[config.mk]
export PLATFORM = sky130hd
export DESIGN_NAME = tile_bcast_loader
export DESIGN_NICKNAME = d
export VERILOG_FILES = /design/src/rtl/tile_ldr_pkg.sv /design/src/rtl/tile_ldr_ctrl.sv /design/src/rtl/tile_ldr_dp.sv /design/src/rtl/tile_bcast_loader.sv
export SDC_FILE = /design/constraint.sdc
export NUM_CORES = 1
export LEC_CHECK = 0
export BUFFER_PORTS_ARGS = -buffer_cell sky130_fd_sc_hd__buf_2
export CORE_MARGIN = 2
export CORE_UTILIZATION = 50
export CTS_CLUSTER_DIAMETER = 100
export CTS_CLUSTER_SIZE = 24
export DETAILED_ROUTE_END_ITERATION = 12
export PLACE_DENSITY_LB_ADDON = 0.25
export SYNTH_ARGS = -nofsm -noshare
export SYNTH_HDL_FRONTEND = slang
export SYNTH_SLANG_ARGS = --single-unit
[constraint.sdc]
create_clock -name clk -period 9.89 [get_ports clk]
set_input_delay 0.989 -clock clk [delete_from_list [all_inputs] [get_ports clk]]
set_output_delay 0.989 -clock clk [all_outputs]
set_load 0.05 [all_outputs]
[src/rtl/tile_ldr_pkg.sv]
package tile_ldr_pkg;

  typedef enum logic [1:0] {
    ST_IDLE = 2'd0,
    ST_LOAD = 2'd1,
    ST_READ = 2'd2
  } ldrState_t;

  localparam logic [1:0] OP_LOAD  = 2'd0;
  localparam logic [1:0] OP_READ  = 2'd1;
  localparam logic [1:0] OP_CONST = 2'd2;

  typedef struct packed {
    logic loadStb;
    logic readStb;
    logic constStb;
  } ldrStrobe_t;

endpackage

[src/rtl/tile_ldr_ctrl.sv]
module tile_ldr_ctrl
  import tile_ldr_pkg::*;
#(
  parameter int DIM_W = 5
) (
  input  logic             clk,
  input  logic             rstN,
  input  logic             start,
  input  logic [1:0]       cmdOp,
  input  logic [DIM_W-1:0] imgRows,
  input  logic [DIM_W-1:0] imgCols,
  input  logic [DIM_W-1:0] stepRows,
  input  logic [DIM_W-1:0] stepCols,
  input  logic             inValid,
  output ldrStrobe_t       strb,
  output logic [DIM_W-1:0] yCnt,
  output logic [DIM_W-1:0] xCnt,
  output logic [DIM_W-1:0] tileRowIdx,
  output logic [DIM_W-1:0] offRow,
  output logic [DIM_W-1:0] tileColIdx,
  output logic [DIM_W-1:0] offCol,
  output logic             busy
);

  ldrState_t state;
  logic      advance;
  logic      lastCol;
  logic      lastRow;
  logic      idleStart;

  assign idleStart = start && (state == ST_IDLE);
  assign advance   = ((state == ST_LOAD) && inValid) || (state == ST_READ);
  assign lastCol   = (xCnt == imgCols - DIM_W'(1));
  assign lastRow   = (yCnt == imgRows - DIM_W'(1));

  always_comb begin
    strb.loadStb  = (state == ST_LOAD) && inValid;
    strb.readStb  = (state == ST_READ);
    strb.constStb = idleStart && (cmdOp == OP_CONST);
  end

  assign busy = (state != ST_IDLE);

  always_ff @(posedge clk) begin
    if (!rstN) begin
      state      <= ST_IDLE;
      yCnt       <= '0;
      xCnt       <= '0;
      tileRowIdx <= '0;
      offRow     <= '0;
      tileColIdx <= '0;
      offCol     <= '0;
    end else if (idleStart) begin
      yCnt       <= '0;
      xCnt       <= '0;
      tileRowIdx <= '0;
      offRow     <= '0;
      tileColIdx <= '0;
      offCol     <= '0;
      if (cmdOp == OP_LOAD)      state <= ST_LOAD;
      else if (cmdOp == OP_READ) state <= ST_READ;
    end else if (advance) begin
      if (lastCol) begin
        xCnt       <= '0;
        offCol     <= '0;
        tileColIdx <= '0;
        if (lastRow) begin
          state <= ST_IDLE;
        end else begin
          yCnt <= yCnt + DIM_W'(1);
          if (offRow == stepRows - DIM_W'(1)) begin
            offRow     <= '0;
            tileRowIdx <= tileRowIdx + DIM_W'(1);
          end else begin
            offRow <= offRow + DIM_W'(1);
          end
        end
      end else begin
        xCnt <= xCnt + DIM_W'(1);
        if (offCol == stepCols - DIM_W'(1)) begin
          offCol     <= '0;
          tileColIdx <= tileColIdx + DIM_W'(1);
        end else begin
          offCol <= offCol + DIM_W'(1);
        end
      end
    end
  end

  AST_STALL_HOLDS: assert property (@(posedge clk) disable iff (!rstN)
    ((state == ST_LOAD) && !inValid && !start) |=> ($stable(xCnt) && $stable(yCnt)));

  AST_BUSY_NEEDS_START: assert property (@(posedge clk) disable iff (!rstN)
    $rose(busy) |-> $past(start));

  AST_X_IN_IMAGE: assert property (@(posedge clk) disable iff (!rstN)
    busy |-> (xCnt < imgCols));

endmodule

[src/rtl/tile_ldr_dp.sv]
module tile_ldr_dp
  import tile_ldr_pkg::*;
#(
  parameter int PE_ROWS = 2,
  parameter int PE_COLS = 3,
  parameter int DATA_W  = 8,
  parameter int ADDR_W  = 6,
  parameter int DIM_W   = 5,
  parameter int DEST_W  = 3
) (
  input  logic                        clk,
  input  logic                        rstN,
  input  ldrStrobe_t                  strb,
  input  logic [DIM_W-1:0]            yCnt,
  input  logic [DIM_W-1:0]            xCnt,
  input  logic [DIM_W-1:0]            tileRowIdx,
  input  logic [DIM_W-1:0]            offRow,
  input  logic [DIM_W-1:0]            tileColIdx,
  input  logic [DIM_W-1:0]            offCol,
  input  logic [DIM_W-1:0]            tileRows,
  input  logic [DIM_W-1:0]            stepRows,
  input  logic [DIM_W-1:0]            tileCols,
  input  logic [DIM_W-1:0]            stepCols,
  input  logic [ADDR_W-1:0]           baseAddr,
  input  logic [DATA_W-1:0]           inData,
  input  logic [DATA_W-1:0]           constIn,
  input  logic [DEST_W-1:0]           constDest,
  output logic [PE_ROWS*PE_COLS-1:0]        peWrEn,
  output logic [PE_ROWS*PE_COLS*ADDR_W-1:0] peWrAddr,
  output logic [DATA_W-1:0]                 peWrData,
  output logic [PE_ROWS*PE_COLS-1:0]        peRdEn,
  output logic [PE_ROWS*PE_COLS*ADDR_W-1:0] peRdAddr,
  input  logic [PE_ROWS*PE_COLS*DATA_W-1:0] peRdData,
  output logic                        outValid,
  output logic [DATA_W-1:0]           outData,
  output logic                        bcastValid,
  output logic [DATA_W-1:0]           bcastData,
  output logic [DEST_W-1:0]           bcastDest
);

  localparam int NPE = PE_ROWS * PE_COLS;
  localparam int EW  = 2 * DIM_W + ADDR_W + 2;

  logic             wrEnQ   [NPE];
  logic [ADDR_W-1:0] wrAddrQ [NPE];
  logic [NPE-1:0]   selQ;
  logic [ADDR_W-1:0] rdAddrC;

  assign rdAddrC = ADDR_W'(EW'(baseAddr) + EW'(offRow) * EW'(tileCols) + EW'(offCol));

  for (genvar r = 0; r < PE_ROWS; r++) begin : gRow
    for (genvar c = 0; c < PE_COLS; c++) begin : gCol
      localparam int P = r * PE_COLS + c;
      logic [EW-1:0] rowLo, colLo, rowOff, colOff;
      logic          rowHit, colHit;

      assign rowLo  = EW'(r) * EW'(stepRows);
      assign colLo  = EW'(c) * EW'(stepCols);
      assign rowHit = (EW'(yCnt) >= rowLo) && (EW'(yCnt) < rowLo + EW'(tileRows));
      assign colHit = (EW'(xCnt) >= colLo) && (EW'(xCnt) < colLo + EW'(tileCols));
      assign rowOff = EW'(yCnt) - rowLo;
      assign colOff = EW'(xCnt) - colLo;

      always_ff @(posedge clk) begin
        if (!rstN) begin
          wrEnQ[P]   <= 1'b0;
          wrAddrQ[P] <= '0;
        end else begin
          wrEnQ[P] <= strb.loadStb && rowHit && colHit;
          if (strb.loadStb && rowHit && colHit)
            wrAddrQ[P] <= ADDR_W'(EW'(baseAddr) + rowOff * EW'(tileCols) + colOff);
        end
      end

      assign peWrEn[P]                     = wrEnQ[P];
      assign peWrAddr[P*ADDR_W +: ADDR_W]  = wrAddrQ[P];
      assign peRdEn[P]  = strb.readStb && (tileRowIdx == DIM_W'(r)) && (tileColIdx == DIM_W'(c));
      assign peRdAddr[P*ADDR_W +: ADDR_W]  = rdAddrC;
    end
  end

  always_ff @(posedge clk) begin
    if (!rstN) begin
      peWrData   <= '0;
      outValid   <= 1'b0;
      selQ       <= '0;
      bcastValid <= 1'b0;
      bcastData  <= '0;
      bcastDest  <= '0;
    end else begin
      if (strb.loadStb) peWrData <= inData;
      outValid   <= strb.readStb;
      selQ       <= peRdEn;
      bcastValid <= strb.constStb;
      if (strb.constStb) begin
        bcastData <= constIn;
        bcastDest <= constDest;
      end
    end
  end

  always_comb begin
    outData = '0;
    for (int p = 0; p < NPE; p++) begin
      if (selQ[p]) outData = outData | peRdData[p*DATA_W +: DATA_W];
    end
  end

  AST_RD_ONEHOT: assert property (@(posedge clk) disable iff (!rstN)
    $onehot0(peRdEn));

  AST_WR_AFTER_LOAD: assert property (@(posedge clk) disable iff (!rstN)
    (|peWrEn) |-> $past(strb.loadStb));

  AST_OUT_AFTER_READ: assert property (@(posedge clk) disable iff (!rstN)
    outValid |-> $past(strb.readStb));

  AST_BCAST_FROM_CMD: assert property (@(posedge clk) disable iff (!rstN)
    bcastValid |-> $past(strb.constStb));

  AST_NO_READ_DURING_LOAD: assert property (@(posedge clk) disable iff (!rstN)
    strb.loadStb |-> (peRdEn == '0));

endmodule

[src/rtl/tile_bcast_loader.sv]
module tile_bcast_loader
  import tile_ldr_pkg::*;
#(
  parameter int PE_ROWS = 2,
  parameter int PE_COLS = 3,
  parameter int DATA_W  = 8,
  parameter int ADDR_W  = 6,
  parameter int DIM_W   = 5,
  parameter int DEST_W  = 3
) (
  input  logic                              clk,
  input  logic                              rstN,
  input  logic                              start,
  input  logic [1:0]                        cmdOp,
  input  logic [DIM_W-1:0]                  imgRows,
  input  logic [DIM_W-1:0]                  imgCols,
  input  logic [DIM_W-1:0]                  tileRows,
  input  logic [DIM_W-1:0]                  stepRows,
  input  logic [DIM_W-1:0]                  tileCols,
  input  logic [DIM_W-1:0]                  stepCols,
  input  logic [ADDR_W-1:0]                 baseAddr,
  input  logic [DATA_W-1:0]                 constIn,
  input  logic [DEST_W-1:0]                 constDest,
  input  logic                              inValid,
  input  logic [DATA_W-1:0]                 inData,
  output logic                              busy,
  output logic [PE_ROWS*PE_COLS-1:0]        peWrEn,
  output logic [PE_ROWS*PE_COLS*ADDR_W-1:0] peWrAddr,
  output logic [DATA_W-1:0]                 peWrData,
  output logic [PE_ROWS*PE_COLS-1:0]        peRdEn,
  output logic [PE_ROWS*PE_COLS*ADDR_W-1:0] peRdAddr,
  input  logic [PE_ROWS*PE_COLS*DATA_W-1:0] peRdData,
  output logic                              outValid,
  output logic [DATA_W-1:0]                 outData,
  output logic                              bcastValid,
  output logic [DATA_W-1:0]                 bcastData,
  output logic [DEST_W-1:0]                 bcastDest
);

  ldrStrobe_t       strb;
  logic [DIM_W-1:0] yCnt, xCnt, tileRowIdx, offRow, tileColIdx, offCol;

  tile_ldr_ctrl #(.DIM_W(DIM_W)) uCtrl (
    .clk(clk), .rstN(rstN), .start(start), .cmdOp(cmdOp),
    .imgRows(imgRows), .imgCols(imgCols),
    .stepRows(stepRows), .stepCols(stepCols),
    .inValid(inValid), .strb(strb),
    .yCnt(yCnt), .xCnt(xCnt),
    .tileRowIdx(tileRowIdx), .offRow(offRow),
    .tileColIdx(tileColIdx), .offCol(offCol),
    .busy(busy)
  );

  tile_ldr_dp #(
    .PE_ROWS(PE_ROWS), .PE_COLS(PE_COLS), .DATA_W(DATA_W),
    .ADDR_W(ADDR_W), .DIM_W(DIM_W), .DEST_W(DEST_W)
  ) uDp (
    .clk(clk), .rstN(rstN), .strb(strb),
    .yCnt(yCnt), .xCnt(xCnt),
    .tileRowIdx(tileRowIdx), .offRow(offRow),
    .tileColIdx(tileColIdx), .offCol(offCol),
    .tileRows(tileRows), .stepRows(stepRows),
    .tileCols(tileCols), .stepCols(stepCols),
    .baseAddr(baseAddr), .inData(inData),
    .constIn(constIn), .constDest(constDest),
    .peWrEn(peWrEn), .peWrAddr(peWrAddr), .peWrData(peWrData),
    .peRdEn(peRdEn), .peRdAddr(peRdAddr), .peRdData(peRdData),
    .outValid(outValid), .outData(outData),
    .bcastValid(bcastValid), .bcastData(bcastData), .bcastDest(bcastDest)
  );

endmodule

# --- After elaboration in Yosys (flattened, before gate mapping) ---
# Memory sizes are Yosys's and may differ from the RTL's.
# Index checks and enable logic that the tools add are counted.
totals:
  mem_bits_rw: 42
  mem_count: 2
  wordCells: 174
  inputBits: 109
  reg_bits: 59
  out_inout_bits: 114
memory_table:
  columns: ["name", "depth", "word_bits", "read_ports", "rd_clocked_by_memory_dff", "wr", "line", "text"]
  rows:
  - ["uDp.wrAddrQ", 6, 6, 6, 0, 6, "tile_ldr_dp.sv:45", "logic [ADDR_W-1:0] wrAddrQ [NPE];"]
  - ["uDp.wrEnQ", 6, 1, 6, 0, 6, "tile_ldr_dp.sv:44", "logic wrEnQ [NPE];"]
op_classes:
  eq_ne: 12
  order_cmp: 10
  n_reduce_logical: 39
  bitwise_logic: 19
  add_sub_neg: 26
  n_mux: 50
  mul: 3
op_table:
  columns: ["operator", "n"]
  rows:
  - ["$lt A5 B18 Y1", 3]
  - ["$mux W8", 6]
  - ["$add A6 B6 Y6", 7]
  - ["$or A8 B8 Y8", 5]
  - ["$mux W6", 6]
  - ["$add A5 B1 Y5 const B", 6]
  - ["$mux W5", 6]
  - ["$mux W1", 26]
  - ["$logic_and A1 B1 Y1", 24]
  - ["$eq A5 B5 Y1", 4]
  - ["$sub A5 B1 Y5 const B", 4]
  - ["$add A6 B5 Y6", 3]
  - ["$mul A18 B5 Y6", 1]
  - ["$add A5 B5 Y6", 2]
  - ["$mul A5 B5 Y6", 2]
  - ["$mux W2", 6]
  - ["$or A1 B1 Y1", 12]
  - ["$sub A5 B5 Y6", 2]
  - ["$eq A5 B1 Y1 const B", 2]
  - ["$ge A5 B1 Y1 const B", 2]
  - ["$ge A5 B5 Y1", 2]
  - ["$logic_not A5 Y1", 2]
  - ["$lt A5 B5 Y1", 2]
  - ["$reduce_bool A2 Y1", 5]
  - ["14 further kinds", 19]

# --- Longest topological paths before layout ---
# Gate-level depths: netlist of run 1.
logic_depth:
  word_depth: 11
  mapped_depth: 21
  depth_no_buf: 20

# --- Cells and area by module ---
# Synthesis of run 1 repeated with hierarchy kept, for this count alone.
hier_totals:
  hier_cells: 1015
  area_unflattened_um2: 9182.6
by_module_without_submodules:
  columns: ["module", "seq_area_each_um2", "cells_each", "area_each_um2", "instances"]
  rows:
  - ["tile_ldr_dp", 1741.7, 778, 7226.9, 1]
  - ["tile_ldr_ctrl", 640.6, 237, 1955.6, 1]

# --- Least setup slack after synthesis of run 1 ---
# Ideal clock, no wire load.
synth_path:
  path_type: "input-to-output"
  from: "in tileCols[1]"
  to: "out peRdAddr[11]"
  stages: 14
  path_slack_ns: 3.588
  arrival_ns: 5.313
  path_cell_list: "buf_1 and2_1 fa_1 ha_1 fa_1 inv_1 fa_1 inv_1 ha_1 a21o_1 a21oi_1 xnor2_1 xnor2_1 buf_4"
synth_via:
  elab_chain_cells: 3
synth_rtl:
  columns: ["element", "line", "text"]
  rows:
  - ["start: declaration", "tile_bcast_loader.sv:19", "input logic [DIM_W-1:0] tileCols,"]
  - ["$mul A5 B5 Y6", "tile_ldr_dp.sv:49", "assign rdAddrC = ADDR_W'(EW'(baseAddr) + EW'(offRow) * EW'(tileCols) + EW'(offCol));"]
  - ["$add A6 B6 Y6", "tile_ldr_dp.sv:49", null]
  - ["$add A6 B5 Y6", "tile_ldr_dp.sv:49", null]
  - ["end: declaration", "tile_bcast_loader.sv:31", "output logic [PE_ROWS*PE_COLS*ADDR_W-1:0] peRdAddr,"]
# Every way passes these cells.

# --- Worst setup path after layout of run 1 ---
layout_path:
  from: "in tileCols[1]"
  to: "out peRdAddr[29]"
# Same word-level chain as after synthesis.

==> results of run 1 <==
[metal layers]
metal  share of wire [%]  GRT usage [%]  wire (µm)  vias up
met5                   0              0          0        -
met4                 3.0          8.825        637        0
met3                 4.7          3.372       1006       33
met2                  49          38.03      10390      180
met1                  44          28.89       9370     3405
li1                    -              -          -     3672
[cells by family (layout without fill, tap and decap cells)]
group,Yosys count,in the layout
simple gates,290,290
buf+inv,168,348
fa+ha+maj,163,163
compound gates,136,136
xor+xnor,120,120
flops,101,101
mux,24,24
other cells,0,1
[synth_stat cells (6+ instances only)]
cell type / number
nor2_1: 112
inv_2: 7
xnor2_1: 79
inv_1: 103
and2_1: 23
edfxtp_1: 36
ha_1: 120
mux2i_1: 23
nand3_1: 18
a21oi_1: 43
nand2_1: 57
a21o_1: 26
nor3_1: 11
nor2b_1: 11
o21ai_1: 7
buf_1: 6
a22oi_1: 26
nand2b_1: 14
dfxtp_1: 65
buf_4: 36
fa_1: 42
xor2_1: 40
nand4_1: 12
clkbuf_1: 14
o21ai_0: 7
[through the flow]
stage,area (µm²),power (µW)
detailed placement,10190,969.7
CTS,10480,1324
global route,10480,1389
finish,10480,1314
global placement,10190,957.8
floorplan,9155,860.5
[critical path, delay by kind of cell]
kind | cells | cell delay, ps
adders and majority gates | 5 | 2080
xor gates and xnor gates | 2 | 440
buffers and inverters | 4 | 740
and+or+nand+nor | 1 | 210
AOI/OAI and AO/OA | 2 | 340
[report_power, final]
part | switching, µW | internal, µW | leakage [µW]
clock network | 175 | 177 | 0.000145
logic | 314 | 206 | 0.00425
registers | 4.66 | 438 | 0.000897
[worst paths after layout]
path | end | slack (ps) | cells after the start
worst max-delay path | peRdAddr[29] | 4110 | 14
worst min-delay path | uDp.bcastDest[0]$_SDFFE_PN0P_ | 500 | 2
worst max register to register | uDp.wrAddrQ[5][5]$_SDFFCE_PN0P_ | 4440 | 16
worst min register to register | uDp.bcastDest[0]$_SDFFE_PN0P_ | 500 | 2
[cells in the final DEF, fill, tap and decap left out, types with 3 or more instances in the layout]
master / Yosys / routed
o21ai_0: 7 / 7
inv_1: 103 / 103
buf_2: 1 / 222
fa_1: 42 / 42
and3_1: 4 / 4
nand2b_1: 14 / 14
mux2i_1: 23 / 23
clkbuf_16: 0 / 9
ha_1: 120 / 120
nor2b_1: 11 / 11
edfxtp_1: 36 / 36
o21bai_1: 5 / 5
inv_2: 7 / 7
a31oi_1: 4 / 4
nand3_1: 18 / 18
xnor2_1: 79 / 79
nor2_1: 112 / 112
xor2_1: 40 / 40
a21oi_1: 43 / 43
or3_1: 3 / 3
nand3b_1: 5 / 5
nand4_1: 12 / 12
dfxtp_1: 65 / 65
nor3_1: 11 / 11
nand2_1: 57 / 57
and2_1: 23 / 23
a21o_1: 26 / 26
o21a_1: 4 / 4
a22oi_1: 26 / 26
nand3_2: 4 / 4
o21ai_1: 7 / 7
[final cells by class]
| class | count | area, µm² |
|---|---|---|
| timing repair buffer | 222 | 1111 |
| antenna | 1 | 2.502 |
| fill | 1622 | 7481 |
| multi-input combinational | 733 | 5998 |
| tap | 229 | 286.5 |
| inverter | 110 | 412.9 |
| clock buffer | 9 | 225.2 |
| sequential | 101 | 2382 |
| clock inverter | 7 | 63.81 |
[registers in the layout, summed over array words and instances (netlist names)]
name,count
uDp.peWrData,8
uDp.wrAddrQ,36
uDp.selQ,6
uDp.wrEnQ,6
uCtrl.yCnt,5
uDp.bcastData,8
uCtrl.tileRowIdx,5
uCtrl.state,2
uDp.bcastDest,3
uCtrl.offRow,5
uDp.bcastValid,1
uCtrl.offCol,5
uDp.outValid,1
uCtrl.xCnt,5
uCtrl.tileColIdx,5
==> results.cfg, run 1 <==
[outcome]
status = finished, final reports clean

[sta]
relSlewSlack_pct = 19.93
timing.fmax_mhz = 172.9
tns_ps = 0
setup-violations-final = 0
hold_ws_ps = 495.1
rsz0062_at_grt = no
hold_viol = 0
final-max-slew-violation-count = 0
max_slew.worst_pin.slew_ps = 1194
layout_setup_ws_ps = 4105
finClkSkew_ps = 9.574
finalCritPeriodShare_pct = 58.49
period_needed_ps = 5785

[clock_tree]
path_clk_slew_ps = 80
cts_resized = 0
htreeDepth = 3
post_cts.repair.setup_buffers = 0
cts-root-buf = clkbuf_16
clockBufferDepth = 2
clock_sinks = 101
clk_latency_ps = 360
cts_tree = yes
cts_buffers = 9
hold_buffers = 0

[worst_setup_path]
worst_path_largest_cell_delay_ps = 530
reg2reg_from = uCtrl.yCnt[0]$_SDFFE_PP0P_
critical_path_arrival_ps = 4800
required_ps = 8900
setup.worst_path.start_class = input pin
path_class = input pin to output pin
crit_path_end_kind = output pin
cpMaxStageDelayCell = fa_1
cpMostUsedCell = fa_1
worstSetupStartpoint = tileCols[1]
path_cells = buf_2 > and2_1 > fa_1 > ha_1 > fa_1 > inv_1 > fa_1 > inv_1 > ha_1 > a21o_1 > a21oi_1 > xnor2_1 > xnor2_1 > buf_2
cp_max_fo = 18

[yosys]
async_reset_ff_share_pct = 0
ys_seq_area_share_pct = 26.02
avgSynthCellArea_um2 = 9.137
ys_ff_latch = 101
synth_edf_count = 36
synth_area_um2 = 9155
synth_cell_types = 61
synth_top_area_cell = ha_1
netlist.area_leader.share_pct = 16.40
yosysWarnings = 0
synth-compound-area-share_pct = 9.977
yosys.area_share.xor_xnor_pct = 11.56
synthMuxAreaShare_pct = 2.638
syn_nets = 1273
synth_adder_area_share_pct = 25.69
synth_top_family_by_area = adder cells
yosys-top-cells-area = ha_1, dfxtp_1, edfxtp_1, fa_1, xnor2_1
syn_inst = 1002
synth_top_flop_cell = dfxtp_1
synth_simple_gate_area_share_pct = 15.65

[global_route]
grt_start_max_net_pins = 24
antenna_found_initial = 0
grt_pass1_wl_um = 35310
grt_pass1_vias = 7155
grt_util_all_layers_pct = 22.44
grt_overflow = 0

[floorplan]
row_count = 49
die_h_um = 139.3
pin_count = 223
start_util_pct = 50.96
coreArea_um2 = 17960
dieArea_um2 = 19410
die_w_um = 139.3

[layout]
final_core_util_pct = 58.35
areaGrowthSynthToFinish_pct = 14.50
layout.nets = 1448
stdcell_count = 1412
drive_gt1_share_pct = 22.50

[routing]
first_iter_violations = 282
wirelength_um = 21400
detail-route-antenna-nets = 0
firstDrtPassIters = 5
dr_total_vias = 7290
routedWlPerCell_um = 15.16
drc = 0
viasPerCell = 5.163

[power_and_ir_drop]
power_density_nw_per_um2 = 125.4
ir_drop_mv = 0.09572
p_leak_uw = 0.005290

[place]
place_ws_ps = 4101
io_buffer_count = 222
gp_congestion = 0.8719
dp.cells = 1395
hpwl_um = 17440

[worst_hold_path]
hp-class = flop to flop
hp-start = uDp.bcastDest[0]$_SDFFE_PN0P_

[flow_run]
drv_cap = 0
Note: power is estimated with default switching activity, not from simulation.
==> run 2, diff against run 1 <==
Settings changed: ABC_AREA set to 1.
Clock period 9.89 ns to 5.5 ns, I/O delays scaled along.
==> results.cfg, run 2 <==
[sta]
hold_viol = 0
timing.fmax_mhz = 199.5
layout_setup_ws_ps = 486.3
relSlewSlack_pct = 35.10
final-max-slew-violation-count = 0
setup-violations-final = 0
max_slew.worst_pin.slew_ps = 963.3
finClkSkew_ps = 13.85
period_needed_ps = 5014
tns_ps = 0
rsz0062_at_grt = no
finalCritPeriodShare_pct = 91.16

[global_route]
grt_util_all_layers_pct = 24.22
grt_start_max_net_pins = 33
grt_pass1_vias = 8231
antenna_found_initial = 0
grt_pass1_wl_um = 39430
grt_overflow = 0

[layout]
largestRegisters = uDp.wrAddrQ x36, uDp.bcastData x8, uDp.peWrData x8
final_core_util_pct = 57.90
drive_gt1_share_pct = 17.63
largest_register_ffs = 36
mostFrequentLayoutCell = nand2_1
top_register = uDp.wrAddrQ
areaGrowthSynthToFinish_pct = 14.05
final_cell_mix = nand2_1, buf_2, inv_1
layout.nets = 1769
n_antenna_cell = 0

[worst_setup_path]
path_cells = nand2_1 > fa_1 > fa_1 > fa_1 > inv_1 > fa_1 > ha_1 > a21oi_1 > xor2_1 > xnor2_1 > buf_2
crit_path_end_kind = output pin
required_ps = 4950
regToRegSetupSlack_ps = 640
reg2reg_from = uCtrl.yCnt[0]$_SDFFE_PP0P_
path_class = flop to output pin
path_buf_inv = 2
cp_max_fo = 10
critical_path_arrival_ps = 4460
worst_path_largest_cell_delay_ps = 580
cpMostUsedCell = fa_1
setup.worst_path.start_class = flop
cpMaxStageDelayCell = dfxtp_1
cp_top_family = adder cells
reg2regPathDepth = 18
r2r_end = uDp.wrAddrQ[5][5]$_SDFFCE_PN0P_

[routing]
drc = 0
routedWlPerCell_um = 14.13
wirelength_um = 24980
dr_total_vias = 8849
viasPerCell = 5.005
firstDrtPassIters = 5
first_iter_violations = 549
detail-route-antenna-nets = 0

[clock_tree]
clk_latency_ps = 360
clock_sinks = 101
htreeDepth = 3
cts-root-buf = clkbuf_16
path_clk_slew_ps = 80
cts_buffers = 9
post_cts.repair.setup_buffers = 0
clockBufferDepth = 2
cts_tree = yes
hold_buffers = 0
cts_resized = 0

[yosys]
yosysMostFrequentCell = nand2_1
yosys-top-cells-count = nand2_1, inv_1, ha_1
avgSynthCellArea_um2 = 7.419
async_reset_ff_share_pct = 0
yosysWarnings = 0
ys_ff_latch = 101
synth_area_um2 = 9816
syn_nets = 1594
ys_seq_area_share_pct = 24.27
yosys-top-cells-area = ha_1, dfxtp_1, edfxtp_1, nand2_1, fa_1
synth_cell_types = 46
synth_top_area_cell = ha_1
synth_edf_count = 36
synth_top_flop_cell = dfxtp_1
netlist.area_leader.share_pct = 15.30
syn_inst = 1323

[floorplan]
row_count = 51
dieArea_um2 = 20770
die_h_um = 144.1
die_w_um = 144.1
pin_count = 223
start_util_pct = 50.77
coreArea_um2 = 19330

[worst_hold_path]
hp-class = input pin to flop
whs_path_depth = 3
hp-start = constIn[2]
min_to = uDp.bcastData[2]$_SDFFE_PN0P_

[place]
io_buffer_count = 222
gp_congestion = 0.9339
hpwl_um = 20250
place_ws_ps = 431.3

[outcome]
status = finished, final reports clean

[power_and_ir_drop]
ir_drop_mv = 0.1352
power_density_nw_per_um2 = 214.7
p_leak_uw = 0.006107

[flow_run]
drv_cap = 0
## run 2: cell types whose count changed after synthesis, sizes merged, moves of 25 or more
cell,previous run,this run
a21oi,44,70
xnor2,80,40
nand3,22,105
inv,110,216
a22oi,26,1
nand2,60,284
## run 2: layer usage
metal,GRT usage (%),wire length [µm]
met1,30.06,10570
met2,42.18,12370
met3,4.205,1285
met4,8.875,762
met5,0,0
## run 2: power breakdown
group          internal, µW  total (µW)  leakage, µW  switching (µW)
clock network           319         636     0.000146             317
registers               793         806     0.000898            13.1
logic                   324         962      0.00506             638
total                  1440        2400      0.00611             968
## run 2: kinds of logic (layout without fill, tap and decap cells)
family	Yosys count	count (layout)	synth area share (%)
and+or+nand+nor	568	568	24.98
AOI/OAI and AO/OA	133	133	7.521
xor gates and xnor gates	78	78	6.960
adders and majority gates	162	162	23.86
DFF	101	101	24.27
buffers and inverters	281	461	12.40
## run 2: cell type report
cell class	count	area, µm²
inverter	216	810.8
fill	1903	8140
tap	265	331.6
multi-input combinational	941	6216
timing repair buffer	229	1164
sequential	101	2382
clock buffer	9	225.2
clock inverter	7	65.06
## run 2: worst register-to-register path, cell delays in order, from the launching register on
cell and delay (ps):
dfxtp_1 330, inv_1 100, ha_1 210, fa_1 440, xnor2_1 380, inv_1 70
nor2_1 140, fa_1 440, ha_1 350, fa_1 540, fa_1 580, ha_1 370
a21o_1 190, nand2_1 80, nand3_1 90, nand2_1 120, inv_1 40, nand2_1 60
a21oi_1 70
## run 2: how the worst max path moves through the flow
stage / endpoint / depth (start not counted) / startpoint
final: peRdAddr[23] / 11 / uCtrl.offRow[0]$_SDFFE_PP0P_
after global routing: peRdAddr[5] / 11 / uCtrl.offRow[0]$_SDFFE_PP0P_
after CTS: peRdAddr[23] / 11 / uCtrl.offRow[0]$_SDFFE_PP0P_
after detailed placement: uDp.wrAddrQ[5][5]$_SDFFCE_PN0P_ / 17 / stepRows[0]
after global placement: uDp.wrAddrQ[4][5]$_SDFFCE_PN0P_ / 19 / stepRows[0]
after floorplan: peRdAddr[11] / 12 / tileCols[2]
## run 2: metrics by stage
step	total power (µW)	std cells	hold slack [ps]	instance area (µm²)
final	2404	1768	402.1	11190
after global routing	2559	1768	403.9	11190
after CTS	2412	1768	398.7	11190
after detailed placement	1773	1752	467.7	10900
after global placement	1751	1752	459.6	10900
after floorplan	1570	1323	453.8	9816
